$ cat src/rtl/tx_abort_pkg.sv
package tx_abort_pkg;

  typedef enum logic [1:0] {
    ST_IDLE  = 2'd0,
    ST_DEFER = 2'd1,
    ST_SEND  = 2'd2
  } tx_state_e;

  localparam int unsigned LATE_BYTES = 64;

endpackage

$ cat src/rtl/tx_abort_rst_sync.sv
module tx_abort_rst_sync (
  input  logic clk,
  input  logic rst_n,
  output logic rst_core_n
);

  logic [1:0] sync_q;

  always_ff @(posedge clk or negedge rst_n) begin
    if (!rst_n) sync_q <= 2'b00;
    else        sync_q <= {sync_q[0], 1'b1};
  end

  assign rst_core_n = sync_q[1];

endmodule

$ cat src/rtl/tx_abort_len_check.sv
module tx_abort_len_check #(
  parameter int unsigned LEN_W = 11
) (
  input  logic [LEN_W-1:0] frame_len,
  input  logic [LEN_W-1:0] cfg_max_len,
  input  logic             cfg_huge_en,
  input  logic             pkt_huge_ovr,
  output logic             oversize
);

  logic too_long;

  always_comb begin
    too_long = frame_len > cfg_max_len;
    oversize = too_long && !cfg_huge_en && !pkt_huge_ovr;
  end

endmodule

$ cat src/rtl/tx_abort_defer_timer.sv
module tx_abort_defer_timer #(
  parameter int unsigned LIMIT = 60717,
  localparam int unsigned CNT_W = (LIMIT < 2) ? 1 : $clog2(LIMIT)
) (
  input  logic clk,
  input  logic rst_n,
  input  logic count_en,
  output logic expired
);

  localparam logic [CNT_W-1:0] TERM = CNT_W'(LIMIT - 1);

  logic [CNT_W-1:0] cnt_q, cnt_d;

  always_comb begin
    expired = count_en && (cnt_q == TERM);
    if (!count_en)          cnt_d = '0;
    else if (cnt_q == TERM) cnt_d = cnt_q;
    else                    cnt_d = cnt_q + CNT_W'(1);
  end

  always_ff @(posedge clk or negedge rst_n) begin
    if (!rst_n) cnt_q <= '0;
    else        cnt_q <= cnt_d;
  end

endmodule

$ cat src/rtl/tx_abort_col_judge.sv
module tx_abort_col_judge
  import tx_abort_pkg::*;
#(
  parameter int unsigned BCNT_W  = 11,
  parameter int unsigned WIN_W   = 6,
  parameter int unsigned RETRY_W = 4
) (
  input  logic               clk,
  input  logic               rst_n,
  input  logic               clr,
  input  logic               col_valid,
  input  logic [BCNT_W-1:0]  byte_cnt,
  input  logic [WIN_W-1:0]   cfg_col_window,
  input  logic [RETRY_W-1:0] cfg_retry_max,
  output logic               late_beyond,
  output logic               late_window,
  output logic               retry_exhausted,
  output logic               retry_again
);

  logic [RETRY_W-1:0] col_cnt_q, col_cnt_d;
  logic [RETRY_W:0]   col_cnt_inc;
  logic               early;

  always_comb begin
    late_beyond     = col_valid && (byte_cnt >= BCNT_W'(LATE_BYTES));
    late_window     = col_valid && !late_beyond &&
                      (byte_cnt > BCNT_W'(cfg_col_window));
    early           = col_valid && !late_beyond && !late_window;
    col_cnt_inc     = {1'b0, col_cnt_q} + (RETRY_W+1)'(1);
    retry_exhausted = early && (col_cnt_inc > {1'b0, cfg_retry_max});
    retry_again     = early && !retry_exhausted;

    if (clr)              col_cnt_d = '0;
    else if (retry_again) col_cnt_d = col_cnt_inc[RETRY_W-1:0];
    else                  col_cnt_d = col_cnt_q;
  end

  always_ff @(posedge clk or negedge rst_n) begin
    if (!rst_n) col_cnt_q <= '0;
    else        col_cnt_q <= col_cnt_d;
  end

endmodule

$ cat src/rtl/tx_abort_unit.sv
module tx_abort_unit
  import tx_abort_pkg::*;
#(
  parameter int unsigned CLK_HZ  = 25_000_000,
  parameter int unsigned BCNT_W  = 11,
  parameter int unsigned LEN_W   = 11,
  parameter int unsigned ADDR_W  = 13,
  parameter int unsigned RETRY_W = 4,
  parameter int unsigned WIN_W   = 6
) (
  input  logic               clk,
  input  logic               rst_n,
  input  logic               tx_start,
  input  logic               host_cancel,
  input  logic               full_duplex,
  input  logic               medium_busy,
  input  logic               col_event,
  input  logic [BCNT_W-1:0]  byte_cnt,
  input  logic               tx_done,
  input  logic [LEN_W-1:0]   frame_len,
  input  logic [ADDR_W-1:0]  tx_end_ptr,
  input  logic [RETRY_W-1:0] cfg_retry_max,
  input  logic [WIN_W-1:0]   cfg_col_window,
  input  logic [LEN_W-1:0]   cfg_max_len,
  input  logic               cfg_defer_en,
  input  logic               cfg_huge_en,
  input  logic               pkt_huge_ovr,
  input  logic               sts_clr_abort,
  input  logic               sts_clr_late,
  output logic               tx_req,
  output logic               abort_sts,
  output logic               late_col_sts,
  output logic               stat_wr,
  output logic [ADDR_W-1:0]  stat_addr,
  output logic               tx_ok
);

  localparam longint unsigned DEFER_LIM_L =
    (64'(CLK_HZ) * 64'd24287) / 64'd10000000;
  localparam int unsigned DEFER_LIM =
    (DEFER_LIM_L < 64'd2) ? 2 : int'(DEFER_LIM_L);

  logic rst_core_n;

  tx_abort_rst_sync u_rst (
    .clk        (clk),
    .rst_n      (rst_n),
    .rst_core_n (rst_core_n)
  );

  tx_state_e state_q, state_d;
  logic      in_defer, in_send, active;

  assign in_defer = (state_q == ST_DEFER);
  assign in_send  = (state_q == ST_SEND);
  assign active   = (state_q != ST_IDLE);

  logic oversize;

  tx_abort_len_check #(.LEN_W(LEN_W)) u_len (
    .frame_len    (frame_len),
    .cfg_max_len  (cfg_max_len),
    .cfg_huge_en  (cfg_huge_en),
    .pkt_huge_ovr (pkt_huge_ovr),
    .oversize     (oversize)
  );

  logic defer_count_en, defer_expired;

  assign defer_count_en = in_defer && !full_duplex && medium_busy;

  tx_abort_defer_timer #(.LIMIT(DEFER_LIM)) u_defer (
    .clk      (clk),
    .rst_n    (rst_core_n),
    .count_en (defer_count_en),
    .expired  (defer_expired)
  );

  logic col_valid, start_ok;
  logic late_beyond, late_window, retry_exhausted, retry_again;

  assign col_valid = in_send && !full_duplex && col_event;
  assign start_ok  = (state_q == ST_IDLE) && tx_start;

  tx_abort_col_judge #(
    .BCNT_W  (BCNT_W),
    .WIN_W   (WIN_W),
    .RETRY_W (RETRY_W)
  ) u_col (
    .clk             (clk),
    .rst_n           (rst_core_n),
    .clr             (start_ok),
    .col_valid       (col_valid),
    .byte_cnt        (byte_cnt),
    .cfg_col_window  (cfg_col_window),
    .cfg_retry_max   (cfg_retry_max),
    .late_beyond     (late_beyond),
    .late_window     (late_window),
    .retry_exhausted (retry_exhausted),
    .retry_again     (retry_again)
  );

  logic cancel_now, abort_now, ok_now, end_now, late_set;
  logic req_d, abort_d, late_d;
  logic addr_en;
  logic [ADDR_W-1:0] addr_d;

  always_comb begin
    cancel_now = active && host_cancel;
    abort_now  = !cancel_now &&
                 ((in_defer && oversize) ||
                  (defer_count_en && defer_expired && !cfg_defer_en) ||
                  late_beyond || late_window || retry_exhausted);
    ok_now     = !cancel_now && !abort_now && in_send && tx_done && !retry_again;
    end_now    = cancel_now || abort_now || ok_now;
    late_set   = !cancel_now && late_beyond;

    state_d = state_q;
    unique case (state_q)
      ST_IDLE:  if (tx_start) state_d = ST_DEFER;
      ST_DEFER: begin
        if (end_now)                         state_d = ST_IDLE;
        else if (full_duplex || !medium_busy) state_d = ST_SEND;
      end
      ST_SEND: begin
        if (end_now)          state_d = ST_IDLE;
        else if (retry_again) state_d = ST_DEFER;
      end
      default: state_d = ST_IDLE;
    endcase

    if (end_now)       req_d = 1'b0;
    else if (start_ok) req_d = 1'b1;
    else               req_d = tx_req;

    if (abort_now)          abort_d = 1'b1;
    else if (sts_clr_abort) abort_d = 1'b0;
    else                    abort_d = abort_sts;

    if (late_set)          late_d = 1'b1;
    else if (sts_clr_late) late_d = 1'b0;
    else                   late_d = late_col_sts;

    addr_en = end_now;
    addr_d  = tx_end_ptr + ADDR_W'(1);
  end

  always_ff @(posedge clk or negedge rst_core_n) begin
    if (!rst_core_n) begin
      state_q      <= ST_IDLE;
      tx_req       <= 1'b0;
      abort_sts    <= 1'b0;
      late_col_sts <= 1'b0;
      stat_wr      <= 1'b0;
      tx_ok        <= 1'b0;
    end else begin
      state_q      <= state_d;
      tx_req       <= req_d;
      abort_sts    <= abort_d;
      late_col_sts <= late_d;
      stat_wr      <= end_now;
      tx_ok        <= ok_now;
    end
  end

  always_ff @(posedge clk or negedge rst_core_n) begin
    if (!rst_core_n)  stat_addr <= '0;
    else if (addr_en) stat_addr <= addr_d;
  end

endmodule

$ cat config.mk
export PLATFORM = sky130hd
export DESIGN_NAME = tx_abort_unit
export DESIGN_NICKNAME = d
export VERILOG_FILES = /design/src/rtl/tx_abort_pkg.sv /design/src/rtl/tx_abort_rst_sync.sv /design/src/rtl/tx_abort_len_check.sv /design/src/rtl/tx_abort_defer_timer.sv /design/src/rtl/tx_abort_col_judge.sv /design/src/rtl/tx_abort_unit.sv
export SDC_FILE = /design/constraint.sdc
export NUM_CORES = 1
export LEC_CHECK = 0
export BUFFER_PORTS_ARGS = -buffer_cell sky130_fd_sc_hd__buf_4
export CORE_ASPECT_RATIO = 0.5
export CORE_MARGIN = 4
export CORE_UTILIZATION = 55
export DETAILED_ROUTE_END_ITERATION = 6
export GPL_ROUTABILITY_DRIVEN = 0
export GPL_TIMING_DRIVEN = 0
export PLACE_DENSITY = 0.95
export SYNTH_ARGS = -nofsm -noshare
export SYNTH_HDL_FRONTEND = slang
export SYNTH_SLANG_ARGS = --single-unit
$ cat constraint.sdc
create_clock -name clk -period 2.2 [get_ports clk]
set_input_delay 0.22 -clock clk [delete_from_list [all_inputs] [get_ports clk]]
set_output_delay 0.22 -clock clk [all_outputs]
set_load 0.02 [all_outputs]
# After elaboration in Yosys (flattened, before gate mapping)
# Cells that the tools add are included.
# word_totals
ff_bits	42
in_bits	69
# classes
addsub	3
magnitude_cmp	4
eq_ne	7
mux	16
n_reduce_logical	49
# op_table
op	n
$mux W16	2
$logic_and A1 B1 Y1	24
$add A16 B1 Y16 const B	1
$eq A16 B16 Y1 const B	1
$add A13 B1 Y13 const B	1
$ge A11 B7 Y1 const B	1
$gt A11 B11 Y1	1
$gt A11 B6 Y1	1
$logic_not A1 Y1	11
$mux W2	5
$reduce_bool A2 Y1	5
$mux W4	2
$logic_or A1 B1 Y1	7
$mux W1	6
$ne A3 B1 Y1 const B	2
$pmux W2 S3	1
$add A4 B1 Y5 const B	1
$gt A5 B4 Y1	1
$ne A2 B2 Y1 const B	2
$reduce_and A3 Y1	1
$eq A2 B1 Y1 const B	1
$eq A2 B2 Y1 const B	1
$logic_not A2 Y1	1

# Logic depth before layout (Yosys ltp)
# Gate-level depths: netlist of run 1.
# depth
depth_word	20
mapped_depth	11
mapped_depth_nobuf	10

# Hierarchy
# Synthesis of run 1 repeated with hierarchy kept, for this count alone.
# unflattened
cells_unflattened	311
hier_area_um2	2871.5
# by_module_without_submodules
mod	n_inst	cells_per_inst	area_each_um2	seq_area_each_um2
tx_abort_unit	1	107	1068.5	500.5
tx_abort_defer_timer	1	90	867.1	400.4
tx_abort_col_judge	1	72	604.3	100.1
tx_abort_len_check	1	39	277.8	0.0
tx_abort_rst_sync	1	3	53.8	50.0

# Worst setup path after synthesis of run 1
# OpenSTA, ideal clock, no wires.
# synth_path
kind	register -> register
from	reg u_col.col_cnt_q[0]
to	reg stat_addr[10]
setup_ps	125
arrival_time_ps	2499
t_required_ps	2075
path_slack_ps	-425
stages_incl_launch_ff	12
synth_period_minus_slack_ps	2625
path_cell_list	dfrtp_1 -> ha_1 -> xor2_1 -> ha_1 -> a211oi_1 -> o21ai_0 -> a211oi_1 -> a21oi_1 -> a21oi_2 -> nand2_4 -> buf_6 -> mux2_4
# synth_between
elab_chain_cells	11
elab_cells_between_ends	15
# synth_rtl
element	line_no	text
from (decl)	tx_abort_col_judge.sv:21	logic [RETRY_W-1:0] col_cnt_q, col_cnt_d;
from (signal assigned)	tx_abort_col_judge.sv:41	else col_cnt_q <= col_cnt_d;
$add A4 B1 Y5 *	tx_abort_col_judge.sv:30	col_cnt_inc = {1'b0, col_cnt_q} + (RETRY_W+1)'(1);
$gt A5 B4 Y1 *	tx_abort_col_judge.sv:31	retry_exhausted = early && (col_cnt_inc > {1'b0, cfg_retry_max});
$logic_and A1 B1 Y1 *	tx_abort_col_judge.sv:31	
$logic_or A1 B1 Y1	tx_abort_unit.sv:113	late_beyond || late_window || retry_exhausted);
$logic_and A1 B1 Y1	tx_abort_unit.sv:110	abort_now = !cancel_now &&
$logic_not A1 Y1	tx_abort_unit.sv:114	ok_now = !cancel_now && !abort_now && in_send && tx_done && !retry_again;
$logic_and A1 B1 Y1 (4 in series)	tx_abort_unit.sv:114	
$logic_or A1 B1 Y1 *	tx_abort_unit.sv:115	end_now = cancel_now || abort_now || ok_now;
named net addr_en	tx_abort_unit.sv:105	logic addr_en;
to (signal assigned)	tx_abort_unit.sv:168	else if (addr_en) stat_addr <= addr_d;
to (decl)	tx_abort_unit.sv:34	output logic [ADDR_W-1:0] stat_addr,
# The timed path passes the listed nets; every way through them passes the cells marked *.
# A chain may end at the register's enable or synchronous reset.

# Worst setup path after layout of run 1
# layout_path
from	reg u_col.col_cnt_q[1]
to	reg stat_addr[10]
# Same word-level chain as after synthesis.

==> run summary, run 1 <==
Commonest non-fill, non-tap cells in the layout -> buf_4, dfrtp_1, inv_1
Pwr Density -> 833 mW/mm^2
WHS Path Cells -> 2
CP required -> 2390 ps
GRT overflow -> 0
Clock power frac -> 0.198
H-tree Lvls -> 2
Internal power -> 2030 uW
R2r setup slk -> -510 ps
Critical Path, Cell by Cell -> ha_2, xor2_1, ha_1, nand2_2, o22a_1, a211oi_2, a21oi_2, a21oi_4, nand2_8, buf_8, mux2_4
Register bit count reported by yosys -> 42
Clk Latency, worst-skew pair -> 300 ps
Final Cell Area -> 0.00374 mm^2
Post-synth cell types -> 41
Largest net degree at the start of global routing -> 41
Slowest-stage cell, CP -> dfrtp_1
Area growth from synthesis to layout -> 41.4%
Worst Clk Skew -> 12.5 ps
Final WS setup -> -507 ps
Syn avg cell area -> 9.76 um^2
Net Count, Synth -> 365
Total CTS buffers -> 5
Relative slew slack -> 0.419
Clock buffer depth -> 2
DRC violation count after routing -> 0
Pins Over Slew Limit -> 0
IO Port Bufs -> 86
Synth Instances -> 271
CTS tree -> yes
Async set-reset flop share out of synthesis -> 1.00
Sink Count -> 42
Fin cells -> 445
Top-level port count -> 87
Final setup viols -> 23
Via count -> 2550
CP peak stage delay -> 400 ps
Syn Std Cell Area -> 0.00265 mm^2
Drt wl/cell -> 17.9 um
Critical path arrival -> 2900 ps
Number of flops mapped to enable cells by yosys -> 0
Synth top area cells -> dfrtp_1, ha_1, xor2_1
GRT met3 Usage -> 0.0588
Crit Path Class -> reg -> reg
Pre-CTS WS -> -714 ps
Placed insts -> 423
Max capacitance violation total -> 0
F_max -> 0.369 GHz
Path depth of the worst reg2reg path -> 11
Number of global-route vias before repair -> 2657
Core Region -> 0.00451 mm^2
FF+latch area -> 0.00105 mm^2
First-pass GRT wire length -> 12.7 mm
Total Wirelength -> 7.98 mm
Initial core utilization -> 0.587
Dominant cell type by area after synthesis -> dfrtp_1
# rows -> 17
Area of the multi-input gates -> 0.00157 mm^2
Synth Warn # -> 0
Met2 Resource Use GR -> 0.488
Worst slew pin tran -> 871 ps
Final Hold Vio Count -> 0
Tot GR Track Use -> 0.265
Failing checks -> setup timing
Antenna cell count -> 0
Share of total power in sequential cells -> 0.347
Fillers -> 240
Via density -> 5.73
Startpoint types -> flip-flop
Net switching power -> 1080 uW
Synth top area share -> 0.397
Final Net Count -> 472
Status -> finished, violations left
Seq/Total Area, Yosys -> 0.397
Period Utilization, post-route -> 1.23
Hold WC Path Type -> in -> reg
Initial antenna violation count -> 0
Part of the power in combinational logic -> 0.455
Critical path's top delay family -> compound AO/OA/AOI/OAI gates
Gr busiest metal -> met2
CP bufs+invs -> 1
Maximum fanout along the worst path -> 5
Sw frac -> 0.347
Maximum vdd drop -> 627 uV
Detailed Routing Iterations Pass 1 -> 5
Dpl hpwl -> 5.00 mm
Critical path endpoint category -> flip-flop
Die X -> 106 um
Met1 Use GR -> 0.298
Dpl cell area -> 0.00340 mm^2
Ratio of cells with drive above 1 in the final layout -> 0.380
Root Driver -> clkbuf_8
RSZ-0062 raised after global routing -> yes
Number of routed nets with antenna violations -> 0
Leakage -> 0.00181 uW
Synth Flop Type -> dfrtp_1
Full die area -> 0.00605 mm^2
DR iter-0 viols -> 218
Leading cell type in the layout, fill and taps excluded -> buf_4
Minimum period implied by the final worst setup slack -> 2710 ps
Stages on worst setup path -> 11
Die Ht -> 57.1 um
Clk pin slew, worst setup/hold paths -> 90 ps
[kinds of logic (layout without fill, tap and decap cells)]
logic type                 count (synthesis)  count (layout)  synth area share
xor gates and xnor gates                  29              29            0.0960
AOI/OAI and AO/OA                         31              31            0.0742
muxes                                     14              14            0.0671
adders and majority gates                 25              25             0.118
other                                      1               1           0.00142
and+or+nand+nor                           99              99             0.200
DFF                                       42              42             0.397
buffers and inverters                     30             138            0.0454
[worst reg2reg max path, delay by kind of cell, from the launching register on]
family                   cells  cell delay [ps]
AO/OA/AOI/OAI                4              900
adder cells (fa/ha/maj)      2              540
flip-flops                   1              400
multiplexers                 1              300
AND/OR/NAND/NOR              2              170
XOR/XNOR                     1              150
buffers and inverters        1              140
[registers in the layout (all words and copies together) (netlist names)]
register,flops
u_rst.sync_q,2
state_q,2
u_defer.cnt_q,16
stat_addr,13
tx_ok,1
late_col_sts,1
abort_sts,1
u_col.col_cnt_q,4
tx_req,1
stat_wr,1
[final timing paths]
path	endpoint	from
worst min-delay path	late_col_sts	sts_clr_late
min in group asynchronous	u_rst.sync_q[1]	rst_n
worst min register to register	u_rst.sync_q[1]	u_rst.sync_q[0]
worst max-delay path	stat_addr[10]	u_col.col_cnt_q[1]
worst max register to register	stat_addr[10]	u_col.col_cnt_q[1]
max in group asynchronous	u_defer.cnt_q[11]	u_rst.sync_q[1]
[power by group through the flow]
stage	clock (uW)	sequential [uW]	combinational, uW
3_3_place_gp	0	1060	1110
4_1_cts	622	1070	1350
5_1_grt	665	1100	1490
2_1_floorplan	0	1240	512
6_report	619	1080	1420
3_5_place_dp	0	1080	1150
[cells in the mapped netlist, types with 2 or more instances]
| master | n |
|---|---|
| nand2b_1 | 3 |
| nor2b_1 | 6 |
| mux2_2 | 6 |
| o21ai_0 | 5 |
| xnor2_1 | 12 |
| and3_1 | 5 |
| mux2i_1 | 2 |
| or3_1 | 2 |
| clkbuf_1 | 3 |
| o22a_1 | 2 |
| xor2_1 | 17 |
| a211oi_1 | 4 |
| nand2_1 | 13 |
| nor4b_1 | 2 |
| ha_1 | 25 |
| mux2_4 | 6 |
| nand4_1 | 7 |
| and2_1 | 2 |
| nor2_1 | 25 |
| a21oi_1 | 14 |
| nor3_1 | 6 |
| inv_1 | 26 |
| dfrtp_1 | 42 |
| nand3_1 | 16 |
| nand3b_1 | 4 |
[per-stage QoR]
stage	utilization	setup TNS, ps	power (uW)	hold WS (ps)
after floorplan	-	-3700	1750	-75.6
after global placement	0.753	-8550	2170	2.89
after detailed placement	0.754	-10710	2220	4.29
after CTS	0.818	-7180	3040	96.1
after global routing	0.830	-10310	3260	109
final	0.830	-8550	3120	97.7
[cell type report]
| cell class | instances | share of cell area |
|---|---|---|
| inverters | 26 | 0.0261 |
| clock inverters | 2 | 0.0100 |
| well taps | 66 | 0.0221 |
| repair buffers | 101 | 0.215 |
| flip-flops and latches | 42 | 0.281 |
| multi-input cells | 199 | 0.421 |
| plain buffers | 3 | 0.00602 |
| clock buffers | 6 | 0.0194 |
[per-layer routing]
layer / up-vias / share of wire / wire [um]
met2: 167 / 0.48 / 3850
met3: 40 / 0.083 / 661
li1: 1149 / - / -
met1: 1194 / 0.39 / 3130
met4: 0 / 0.042 / 339
met5: - / 0 / 0
[repair_timing]
item / in CTS / in global routing
resized for setup: 16 / 9
pin swaps: 9 / 9
hold buffers: 1 / 0
cloned: 1 / 0
hold endpoints to repair: 2 / 0
buffers inserted: 11 / 3
endpoints found under the setup margin: 23 / 23
No activity file was read; power rests on OpenSTA's default activity.
==> run 2: changes to the inputs <==
CELL_PAD_IN_SITES_DETAIL_PLACEMENT = 2   (was default)
CELL_PAD_IN_SITES_GLOBAL_PLACEMENT = 2   (was default)
CORE_UTILIZATION = 33   (was 55)
REMOVE_ABC_BUFFERS = 1   (was default)
==> run 2 against run 1 <==
- the run still ends with setup timing left
- utilization fell by 31 points
- critical path type unchanged
- first-iteration DRC count rose by 3.7%
- critical path depth rose by 1
- flip-flop and latch count did not move
- critical endpoint is now stat_addr[7]
==> run summary, run 2 (synthesis gave the netlist of run 1 again) <==
Pins Over Slew Limit -> 0 (unchanged)
Minimum period implied by the final worst setup slack -> 2890 ps (+185 ps)
DR iter-0 viols -> 226 (+3.7%)
Critical Path, Cell by Cell -> buf_6, nand3_4, xnor2_2, ha_4, nand2_1, o22a_1, a211oi_2, a21oi_2, a21oi_2, buf_6, nand2_8, mux2_4
First-pass GRT wire length -> 19.7 mm (+55%)
CP bufs+invs -> 2 (+1)
Largest net degree at the start of global routing -> 41 (unchanged)
Period Utilization, post-route -> 1.31 (+0.0841)
Ratio of cells with drive above 1 in the final layout -> 0.416 (+0.0356)
Final Hold Vio Count -> 0 (unchanged)
F_max -> 0.346 GHz (-6.4%)
Slowest-stage cell, CP -> dfrtp_1
Top flop regs -> u_defer.cnt_q: 16 flops, stat_addr: 13 flops, u_col.col_cnt_q: 4 flops
Clk pin slew, worst setup/hold paths -> 80 ps (about the same)
Critical path arrival -> 3060 ps (+160 ps)
Number of routed nets with antenna violations -> 0 (unchanged)
Final WS setup -> -692 ps (-185 ps)
CP peak stage delay -> 460 ps (+60 ps)
Crit Path Class -> reg -> reg
Clk Latency, worst-skew pair -> 310 ps (about the same)
Final setup viols -> 26 (+13%)
Final Cell Area -> 0.00396 mm^2 (+5.9%)
GRT overflow -> 0 (unchanged)
Share of total power in sequential cells -> 0.328 (-0.019)
Full die area -> 0.00960 mm^2 (+59%)
Startpoint types -> flip-flop
Total Wirelength -> 15.0 mm (+87%)
Status -> finished, violations left
Root Driver -> clkbuf_16
Worst slew pin tran -> 944 ps (+73.0 ps)
Total CTS buffers -> 5 (unchanged)
Pwr Density -> 860 mW/mm^2 (+3.3%)
Via density -> 5.63 (-1.8%)
Fin cells -> 493 (+11%)
Commonest non-fill, non-tap cells in the layout -> buf_4, dfrtp_1, inv_1
IO Port Bufs -> 86 (unchanged)
Area growth from synthesis to layout -> 49.7%
RSZ-0062 raised after global routing -> yes
Clock power frac -> 0.237 (+0.039)
Tot Pwr -> 3410 uW (+9.3%)
H-tree Lvls -> 2 (unchanged)
Leading cell type in the layout, fill and taps excluded -> buf_4
Critical path's top delay family -> compound AO/OA/AOI/OAI gates
Die Ht -> 71.3 um (+25%)
Clock buffer depth -> 2 (unchanged)
Max capacitance violation total -> 0 (unchanged)
End-of-flow core utilization -> 0.523 (-0.306)
Part of the power in combinational logic -> 0.435 (-0.020)
FF+latch area -> 0.00106 mm^2 (+0.48%)
Final Net Count -> 478 (+1.3%)
Max reg flops -> 16 (unchanged)
Initial core utilization -> 0.350 (-0.237)
CP required -> 2370 ps (-20 ps)
Failing checks -> setup timing
Detailed Routing Iterations Pass 1 -> 4 (-1)
Fillers -> 787 (+230%)
Dpl cell area -> 0.00341 mm^2 (+0.22%)
Dpl hpwl -> 7.28 mm (+45%)
Number of global-route vias before repair -> 3184 (+20%)
Placed insts -> 461 (+9.0%)
Internal power -> 2080 uW (+2.3%)
Top-level port count -> 87 (unchanged)
Maximum fanout along the worst path -> 8 (+3)
Tot GR Track Use -> 0.272 (+0.00689)
Antenna cell count -> 0 (unchanged)
Area of the multi-input gates -> 0.00167 mm^2 (+6.3%)
Worst Clk Skew -> 21.0 ps (+8.51 ps)
Critical path endpoint category -> flip-flop
Die X -> 135 um (+27%)
Initial antenna violation count -> 0 (unchanged)
Reg with most FFs -> u_defer.cnt_q
Sink Count -> 42 (unchanged)
DRC violation count after routing -> 0 (unchanged)
# rows -> 22 (+5)
Relative slew slack -> 0.371 (-0.0487)
CTS tree -> yes
Core Region -> 0.00757 mm^2 (+68%)
Via count -> 2774 (+8.8%)
Setup TNS -> -13700 ps (-5140 ps)
Net switching power -> 1330 uW (+22%)
Maximum vdd drop -> 642 uV (+2.3%)
Drt wl/cell -> 30.3 um (+69%)
Leakage -> 0.00187 uW (+3.7%)
Sw frac -> 0.389 (+0.0417)
Hold WC Path Type -> in -> reg
[run 2: cell count changes in the layout (fill, tap and decap cells not counted), moves of 3 or more]
| cell | delta |
|---|---|
| clkbuf_8 | -4 |
| clkbuf_16 | +5 |
| ha_4 | +3 |
| dfrtp_1 | -4 |
| buf_4 | +9 |
| dfrtp_2 | +4 |
[run 2: path summary, 6_finish.rpt]
kind / slack, ps / startpoint / depth (start not counted) / endpoint
min: 120 / sts_clr_late / 2 / late_col_sts
min in group asynchronous: 240 / rst_n / 2 / u_rst.sync_q[0]
min reg2reg: 350 / u_rst.sync_q[0] / 0 / u_rst.sync_q[1]
max in group asynchronous: 1140 / u_rst.sync_q[1] / 0 / u_col.col_cnt_q[2]
max reg2reg: -690 / u_col.col_cnt_q[1] / 12 / stat_addr[7]
max: -690 / u_col.col_cnt_q[1] / 12 / stat_addr[7]
[run 2: through the flow]
step,setup WS (ps),hold WS (ps)
global route,-726,120
CTS,-486,104
floorplan,-375,-75.6
global placement,-698,4.59
finish,-692,119
detailed placement,-930,6.98
[run 2: layout make-up]
type                            instances  area share
Clock buffer                            7      0.0360
Sequential cell                        42       0.267
Multi-Input combinational cell        200       0.422
Tap cell                              108      0.0341
Timing Repair Buffer                  109       0.215
Clock inverter                          1     0.00126
Inverter                               26      0.0246
[run 2: power groups by stage]
stage | combinational (uW) | clock, uW | sequential, uW
after floorplan | 476 | 0 | 1240
after global placement | 1090 | 0 | 1070
after detailed placement | 1170 | 0 | 1090
after CTS | 1370 | 780 | 1090
after global routing | 1550 | 844 | 1130
final | 1480 | 806 | 1120
[run 2: repair_timing]
item	CTS	global route
endpoints found under the hold margin	2	0
buffers inserted	14	9
gates cloned	1	0
setup endpoints to repair	23	25
gates resized for setup	24	18
pin swaps	6	10
hold buffers	1	0
[run 2: layer usage]
| metal | vias up | routed length [um] | global-route usage |
|---|---|---|---|
| li1 | 1156 | - | - |
| met1 | 1419 | 5940 | 0.320 |
| met2 | 142 | 7310 | 0.477 |
| met3 | 57 | 960 | 0.0631 |
| met4 | 0 | 751 | 0.124 |
| met5 | - | 0 | 0 |
